### config.mk
export PLATFORM = sky130hd
export DESIGN_NAME = pio_strobe_gen
export DESIGN_NICKNAME = d
export VERILOG_FILES = /design/src/rtl/pio_tm_pkg.sv /design/src/rtl/pio_tw_store.sv /design/src/rtl/pio_field_sel.sv /design/src/rtl/pio_phase_seq.sv /design/src/rtl/pio_strobe_gen.sv
export SDC_FILE = /design/constraint.sdc
export NUM_CORES = 1
export LEC_CHECK = 0
export ABC_AREA = 1
export BUFFER_PORTS_ARGS = -buffer_cell sky130_fd_sc_hd__clkbuf_2
export CAP_MARGIN = 20
export CORE_UTILIZATION = 35
export CTS_CLUSTER_SIZE = 30
export DETAILED_ROUTE_END_ITERATION = 8
export HOLD_SLACK_MARGIN = 0.02
export PLACE_DENSITY_LB_ADDON = 0.1
export SLEW_MARGIN = 10
export SYNTH_ARGS = -nofsm -noshare
export SYNTH_HDL_FRONTEND = slang
export SYNTH_SLANG_ARGS = --single-unit
export TNS_END_PERCENT = 1
### constraint.sdc
create_clock -name clk -period 3 [get_ports clk]
set_input_delay 0.15 -clock clk [delete_from_list [all_inputs] [get_ports clk]]
set_output_delay 0.15 -clock clk [all_outputs]
set_load 0.02 [all_outputs]
### src/rtl/pio_tm_pkg.sv
package pio_tm_pkg;

  localparam int WORD_W    = 32;
  localparam int REC_W     = 4;
  localparam int ACT_W     = 5;
  localparam int SET_W     = 3;
  localparam int D_REC_LSB = 0;
  localparam int D_ACT_LSB = 4;
  localparam int C_REC_LSB = 9;
  localparam int C_ACT_LSB = 13;
  localparam int D_SET_LSB = 22;
  localparam int C_SET_LSB = 25;
  localparam int CNT_W     = ACT_W;

  localparam logic [WORD_W-1:0] MASK_PIO  = 32'hCFC3FFFF;
  localparam logic [WORD_W-1:0] MASK_MW   = 32'h31C001FF;
  localparam logic [WORD_W-1:0] MASK_UDMA = 32'h303C0000;

  typedef enum logic [1:0] {
    CLS_PIO  = 2'd0,
    CLS_MW   = 2'd1,
    CLS_UDMA = 2'd2,
    CLS_NONE = 2'd3
  } mode_cls_e;

  typedef enum logic [2:0] {
    PH_IDLE,
    PH_SETUP,
    PH_ACT,
    PH_REC,
    PH_DONE
  } phase_e;

  typedef struct packed {
    logic [SET_W-1:0] setup;
    logic [ACT_W-1:0] act;
    logic [REC_W-1:0] rec;
  } phase_cfg_t;

  function automatic logic [WORD_W-1:0] class_mask(mode_cls_e cls);
    case (cls)
      CLS_PIO:  return MASK_PIO;
      CLS_MW:   return MASK_MW;
      CLS_UDMA: return MASK_UDMA;
      default:  return '0;
    endcase
  endfunction

endpackage

### src/rtl/pio_tw_store.sv
module pio_tw_store
  import pio_tm_pkg::*;
#(
  parameter int NUM_DEV = 2,
  parameter int DEV_W = 1,
  parameter logic [WORD_W-1:0] RESET_WORD = '0
) (
  input  logic              clk,
  input  logic              rst,
  input  logic              wr_en,
  input  logic [DEV_W-1:0]  wr_dev,
  input  mode_cls_e         wr_cls,
  input  logic [WORD_W-1:0] wr_data,
  input  logic [DEV_W-1:0]  sel_dev,
  output logic [WORD_W-1:0] sel_word,
  input  logic [DEV_W-1:0]  view_dev,
  output logic [WORD_W-1:0] view_word_q
);

  logic [WORD_W-1:0] words [NUM_DEV];
  logic [WORD_W-1:0] upd_mask;
  logic [WORD_W-1:0] view_c;

  assign upd_mask = class_mask(wr_cls);

  generate
    for (genvar d = 0; d < NUM_DEV; d++) begin : g_dev
      always_ff @(posedge clk) begin
        if (rst) begin
          words[d] <= RESET_WORD;
        end else if (wr_en && wr_dev == DEV_W'(d)) begin
          words[d] <= (words[d] & ~upd_mask) | (wr_data & upd_mask);
        end
      end
    end
  endgenerate

  always_comb begin
    sel_word = RESET_WORD;
    view_c   = RESET_WORD;
    for (int d = 0; d < NUM_DEV; d++) begin
      if (sel_dev == DEV_W'(d))  sel_word = words[d];
      if (view_dev == DEV_W'(d)) view_c   = words[d];
    end
  end

  always_ff @(posedge clk) begin
    if (rst) view_word_q <= RESET_WORD;
    else     view_word_q <= view_c;
  end

endmodule

### src/rtl/pio_field_sel.sv
module pio_field_sel
  import pio_tm_pkg::*;
(
  input  logic [WORD_W-1:0] word,
  input  logic              is_cmd,
  input  logic              cont,
  output phase_cfg_t        cfg
);

  logic [SET_W-1:0] setup_raw;
  logic             unused_bits;

  // Enable flags and Ultra DMA fields are stored only.
  assign unused_bits = ^{word[31:28], word[21:18]};

  always_comb begin
    if (is_cmd) begin
      setup_raw = word[C_SET_LSB +: SET_W];
      cfg.act   = word[C_ACT_LSB +: ACT_W];
      cfg.rec   = word[C_REC_LSB +: REC_W];
    end else begin
      setup_raw = word[D_SET_LSB +: SET_W];
      cfg.act   = word[D_ACT_LSB +: ACT_W];
      cfg.rec   = word[D_REC_LSB +: REC_W];
    end
    cfg.setup = cont ? '0 : setup_raw;
  end

endmodule

### src/rtl/pio_phase_seq.sv
module pio_phase_seq
  import pio_tm_pkg::*;
(
  input  logic       clk,
  input  logic       rst,
  input  logic       start,
  input  logic       is_read,
  input  phase_cfg_t cfg,
  output logic       rd_n,
  output logic       wr_n,
  output logic       busy,
  output logic       done
);

  phase_e           ph;
  logic [CNT_W-1:0] cnt;
  logic [ACT_W-1:0] act_l;
  logic [REC_W-1:0] rec_l;
  logic             dir_rd;

  always_ff @(posedge clk) begin
    if (rst) begin
      ph     <= PH_IDLE;
      cnt    <= '0;
      act_l  <= '0;
      rec_l  <= '0;
      dir_rd <= 1'b0;
      rd_n   <= 1'b1;
      wr_n   <= 1'b1;
      busy   <= 1'b0;
      done   <= 1'b0;
    end else begin
      case (ph)
        PH_IDLE: begin
          done <= 1'b0;
          if (start) begin
            busy   <= 1'b1;
            dir_rd <= is_read;
            act_l  <= cfg.act;
            rec_l  <= cfg.rec;
            if (cfg.setup != '0) begin
              ph  <= PH_SETUP;
              cnt <= CNT_W'(cfg.setup) - CNT_W'(1);
            end else begin
              ph   <= PH_ACT;
              cnt  <= CNT_W'(cfg.act);
              rd_n <= ~is_read;
              wr_n <= is_read;
            end
          end
        end
        PH_SETUP: begin
          if (cnt == '0) begin
            ph   <= PH_ACT;
            cnt  <= CNT_W'(act_l);
            rd_n <= ~dir_rd;
            wr_n <= dir_rd;
          end else begin
            cnt <= cnt - CNT_W'(1);
          end
        end
        PH_ACT: begin
          if (cnt == '0) begin
            ph   <= PH_REC;
            cnt  <= CNT_W'(rec_l);
            rd_n <= 1'b1;
            wr_n <= 1'b1;
          end else begin
            cnt <= cnt - CNT_W'(1);
          end
        end
        PH_REC: begin
          if (cnt == '0) begin
            ph   <= PH_DONE;
            done <= 1'b1;
          end else begin
            cnt <= cnt - CNT_W'(1);
          end
        end
        PH_DONE: begin
          ph   <= PH_IDLE;
          done <= 1'b0;
          busy <= 1'b0;
        end
        default: begin
          ph   <= PH_IDLE;
          rd_n <= 1'b1;
          wr_n <= 1'b1;
          busy <= 1'b0;
          done <= 1'b0;
        end
      endcase
    end
  end

endmodule

### src/rtl/pio_strobe_gen.sv
module pio_strobe_gen
  import pio_tm_pkg::*;
#(
  parameter int NUM_DEV = 2,
  parameter logic [31:0] RESET_WORD = '0,
  localparam int DEV_W = (NUM_DEV > 1) ? $clog2(NUM_DEV) : 1
) (
  input  logic             clk,
  input  logic             rst,
  input  logic             cfg_we,
  input  logic [DEV_W-1:0] cfg_dev,
  input  logic [1:0]       cfg_class,
  input  logic [31:0]      cfg_data,
  output logic [31:0]      cfg_word_q,
  input  logic             start,
  input  logic [DEV_W-1:0] cyc_dev,
  input  logic             cyc_read,
  input  logic             cyc_cmd,
  input  logic             cyc_cont,
  output logic             rd_strobe_n,
  output logic             wr_strobe_n,
  output logic             busy,
  output logic             done
);

  logic [WORD_W-1:0] cyc_word;
  phase_cfg_t        cyc_cfg;

  pio_tw_store #(
    .NUM_DEV(NUM_DEV),
    .DEV_W(DEV_W),
    .RESET_WORD(RESET_WORD)
  ) store_i (
    .clk(clk),
    .rst(rst),
    .wr_en(cfg_we),
    .wr_dev(cfg_dev),
    .wr_cls(mode_cls_e'(cfg_class)),
    .wr_data(cfg_data),
    .sel_dev(cyc_dev),
    .sel_word(cyc_word),
    .view_dev(cfg_dev),
    .view_word_q(cfg_word_q)
  );

  pio_field_sel sel_i (
    .word(cyc_word),
    .is_cmd(cyc_cmd),
    .cont(cyc_cont),
    .cfg(cyc_cfg)
  );

  pio_phase_seq seq_i (
    .clk(clk),
    .rst(rst),
    .start(start),
    .is_read(cyc_read),
    .cfg(cyc_cfg),
    .rd_n(rd_strobe_n),
    .wr_n(wr_strobe_n),
    .busy(busy),
    .done(done)
  );

endmodule

* Word level (Yosys, flattened, before mapping)
Memories as Yosys holds them, arrays and structs flattened.
Cells that the tools add are included.
** Operators by class
- Eq/ne operators :: 12
- Muxes and demuxes :: 40
- Bitwise operators :: 14
- Reductions and logical operators :: 16
- $add $sub $neg :: 2
** Operators with widths (count)
- bitwise AND 32 bit :: 3
- two-way mux 32 bit :: 3
- case mux 32 bit (3 select lines) :: 1
- bitwise OR 32 bit :: 2
- inverter 32 bit :: 1
- two-way mux 28 bit :: 1
- two-way mux 5 bit :: 5
- case mux 5 bit (4 select lines) :: 1
- two-way mux 3 bit :: 6
- two-way mux 1 bit :: 16
- case mux 3 bit (4 select lines) :: 1
- two-way mux 9 bit :: 1
- case mux 1 bit (4 select lines) :: 2
- equality test 3 x 2 -> 1 bit, second input constant :: 2
- inequality test 2 x 1 -> 1 bit, second input constant :: 3
- inequality test 2 bit, second input constant :: 3
- inverter 1 bit :: 6
- AND reduction 2 bit :: 3
- zero test 5 bit :: 1
- AND reduction 5 bit :: 1
- subtractor 5 x 1 -> 5 bit, second input constant :: 1
- case mux 1 bit (2 select lines) :: 2
- AND reduction 4 bit :: 1
- nonzero test 4 bit :: 1
- other kinds (14) :: 17
** Word-level totals
- Input bits :: 43
- Logic and storage cells :: 95
- Register bits after elaboration :: 54
- Memories kept :: 1
- Memory bits (writable) :: 64
** Memory list
- store_i.words :: words 2, width 32, rd ports 2, clocked after memory_dff 0, write ports 2, line pio_tw_store.sv:20 : logic [WORD_W-1:0] words [NUM_DEV];

* Depth between registers and ports, before layout
An unclocked memory read counts as a cell.
- Depth after elaboration :: 8
- Depth in mapped cells :: 15
- Depth with buffers taken out :: 13

* Cells and area by module
Synthesis repeated with hierarchy kept, for this count alone.
** Unflattened totals
- Cells, all modules :: 732
- Area, all modules :: 5830.6 µm²
** Modules (own cells, without submodules)
- pio_tw_store :: cells each 489, times used 1, area an instance 4322.9 µm²
- pio_phase_seq :: cells each 198, times used 1, area an instance 1302.5 µm²
- pio_field_sel :: cells each 45, times used 1, area an instance 205.2 µm²

* Least setup slack after synthesis
Ideal clock, no wire load.
- Path kind :: input to register
- From :: input cfg_dev
- To :: memory store_i.words[0][0] (enable)
- Arrival time :: 2.778 ns
- Path slack :: -0.244 ns
- Setup time :: 0.466 ns
- Cell stages on the path :: 3
- Cells stage by stage :: buf_2 clkbuf_1 o21ai_0
** RTL lines
- start, declared :: line pio_strobe_gen.sv:11 : input logic [DEV_W-1:0] cfg_dev,
- end, declared :: line pio_tw_store.sv:20

==> summary.md <==
| Metric | Value |
|---|---|
| Slowest stage cell, crit path | edfxtp_1 |
| Pre-Repair DR Iteration Count | 5 |
| Post-CTS Resized | 0 |
| WP buf/inv | 2 |
| Hpwl dp | 10500 microns |
| First-pass GRT wire length | 25500 microns |
| Starting DRT DRC Count | 383 |
| Setup crit end kind | register |
| # diodes | 0 |
| Unrepaired setup endpoints after global routing | no |
| Setup Fix Bufs, Post-CTS | 0 |
| Worst Clk Skew | 0.00747 ns |
| Syn Inst Count | 708 |
| Maxcap violations | 0 |
| Clock tree buffer depth | 2 |
| CP delay by family, top | adder cells |
| Number of cells on the critical path | 12 |
| Outcome | finished, final reports clean |
| Detailed-route DRC error count | 0 |
| Tcrit/Tclk final | 66.9% |
| Core Box Area | 15900 sq um |
| Rel. slew slack | 47.9% |
| I/O Buffers | 78 |
| Min Tclk post-route | 2.01 ns |
| Hold Path Depth | 3 |
| Post-Synthesis Cell Area | 5690 sq um |
| Crit-path most repeated cell | nand2_1 |
| Max FO, Critical Path | 8 |
| Worst-margin pin slew | 0.780 ns |
| TritonCTS Buffers | 17 |
| Total gr overflow | 0 |
| GP Congestion | 0.864 |
| Final ANT Viol Nets | 0 |
| Clock edge transition at the registers on the reported setup and hold paths | 0.06 ns |
| Clock tree sinks | 118 |
| Initial Utilization | 35.8% |
| Nets | 830 |
| Max incr delay on CP | 0.42 ns |
| Final Core Density | 43.3% |
| Largest area contributor in the netlist | edfxtp_1 |
| Vias in the first global route | 4601 |
| Synth Net Count | 759 |
| Inst Count DP | 976 |
| Total power | 5.43 mW |
| Total wire length | 15900 microns |
| Fin. max-slew vios | 0 |
| Yosys top cell area share | 33.8% |
| Area grow syn2layout | 20.9% |
| H-tree levels | 4 |
| Worst reg-to-reg setup slack | 0.99 ns |
| Worst hold slack | 0.0349 ns |
| Hold buffer count at CTS | 0 |
| Total GRT Usage | 20.6% |
| Crit Path Class | register to register |
| Pre-CTS setup slack | 0.805 ns |
| Data required, critical path | 3.31 ns |
| R2R cell count | 12 |
| Endpoints failing setup | 0 |
| WP data arrival | 2.32 ns |
| Fmax achieved | 498 MHz |
| Num ports | 79 |
| Total number of vias | 4851 |
| Register area share after synthesis | 52.8% |
| Final WS setup | 0.992 ns |
| Die height | 129 microns |
| Vias per cell | 4.81 |
| Num rows | 46 |
| Setup TNS | 0 ns |
| CTS tree | done |
| Non-Filler Instances | 1008 |
| Final instance area | 6880 sq um |
| Largest net degree at the start of global routing | 45 |
| Wirelength per Cell | 15.8 microns |
| Synth Area per Inst | 8.03 sq um |
| Die area | 16800 sq um |
| Area contributors post-synth | edfxtp_1 (34%), dfxtp_1 (19%), nand2_1 (14%) |
| CP cell instances | inv_1 -> nand2_1 -> nand3_1 -> nand2_1 -> nand2_1 -> ha_1 -> ha_1 -> inv_1 -> o21ai_0 -> nand2_1 -> a21oi_1 -> o21ai_1 |
| Startpoint Class | register |
| Die extent in x | 129 microns |
| CTS root buf | clkbuf_16 |
| Min-Delay Path Class | input pin to register |
| Initial antenna violation count | 0 |
| Power density cells | 790 nW/um^2 |
| Seq cells post-synth | 118 |
| VDD IR max | 0.000352 V |
| Synth cell types | 31 |
| Placed cell area | 6260 sq um |
| Final Hold Vio Count | 0 |
| Ys Warns | 0 |
| Leakage | 3.18 nW |
| Share of layout cells above drive strength 1 | 17.8% |
| Clock latency on the worst-skew pair | 0.42 ns |
==> placed cells by master (no fill, tap or decap), types with 2 or more instances in the layout <==
cell and count:
bufinv_16 4, dfxtp_1 54, a21oi_1 65, a21oi_2 3
clkbuf_16 17, ha_1 8, clkinv_2 3, nand3_1 18
o21ai_0 65, a31oi_1 4, clkinvlp_4 4, edfxtp_1 64
o22a_1 2, inv_2 8, clkbuf_2 78, nor2_1 69
o21ai_1 6, buf_4 10, o21ai_2 2, nand2_2 2
nor2_4 3, nand2_1 206, o211ai_1 11, inv_1 70
nor2_2 2, o21a_1 2, clkinv_1 3
==> where the power goes <==
group / switching (mW) / internal (mW)
combinational: 0.864 / 0.419
clock: 0.740 / 1.37
sequential: 0.135 / 1.90
total: 1.74 / 3.69
==> layer usage <==
metal	vias to the layer above	track usage [%]	share of wire, %
met5	-	0	0
met4	0	7.18	1.4
met3	16	4.71	5.0
met2	123	33.6	47
met1	2257	26.8	47
li1	2455	-	-
==> synthesized netlist by cell type <==
library cell	number
o21ai_1	6
dfxtp_1	54
a21oi_2	3
nand2_2	2
inv_2	8
o211ai_1	11
buf_2	10
clkbuf_2	1
nor2_2	2
nand3_1	18
buf_4	2
nor2_1	69
edfxtp_1	64
nor2_8	1
inv_1	70
o22a_1	2
o211a_1	1
nor3_1	2
buf_6	2
xnor2_1	1
ha_1	8
a31oi_1	4
nand4_1	1
o21a_1	2
nand2_1	206
o21ai_0	67
nand3b_2	1
clkbuf_1	21
a21oi_1	65
a21oi_4	1
nor2_4	3
==> logic make-up (layout without fill, tap and decap cells) <==
family | Yosys count | in the layout | synth area share (%)
buffers and inverters | 114 | 198 | 8.16
XOR/XNOR | 1 | 1 | 0.154
adder cells (fa/ha/maj) | 8 | 8 | 1.76
AO/OA/AOI/OAI | 162 | 162 | 15.5
AND/OR/NAND/NOR | 305 | 305 | 21.6
flip-flops | 118 | 118 | 52.8
==> worst paths after layout <==
| check | to | from |
|---|---|---|
| worst min register to register | seq_i.dir_rd$_SDFFE_PP0P_ | seq_i.dir_rd$_SDFFE_PP0P_ |
| worst max register to register | seq_i.wr_n$_SDFFE_PP1P_ | store_i.words[0][22]$_SDFFCE_PN0P_ |
| worst min-delay path | seq_i.dir_rd$_SDFFE_PP0P_ | cyc_read |
| worst max-delay path | seq_i.wr_n$_SDFFE_PP1P_ | store_i.words[0][22]$_SDFFCE_PN0P_ |
==> flip-flops by register name (all words and copies together) (netlist names) <==
| register | cells |
|---|---|
| seq_i.act_l | 5 |
| seq_i.busy | 1 |
| seq_i.cnt | 5 |
| seq_i.dir_rd | 1 |
| seq_i.done | 1 |
| seq_i.ph | 3 |
| seq_i.rd_n | 1 |
| seq_i.rec_l | 4 |
| seq_i.wr_n | 1 |
| store_i.view_word_q | 32 |
| store_i.words | 64 |
==> tightest hold or removal path, delay by kind of cell <==
kind | cells | cell delay, ns
compound gates | 2 | 0.17
buf+inv | 1 | 0.09
==> area by class of cell <==
| class | instances | area [sq um] |
|---|---|---|
| flip-flops and latches | 118 | 3000 |
| multi-input cells | 476 | 2230 |
| well taps | 216 | 270 |
| repair buffers | 88 | 465 |
| inverters | 78 | 293 |
| clock buffers | 17 | 425 |
| clock inverters | 15 | 185 |
| fillers | 1641 | 9010 |
Note: power is estimated with default switching activity, not from simulation.
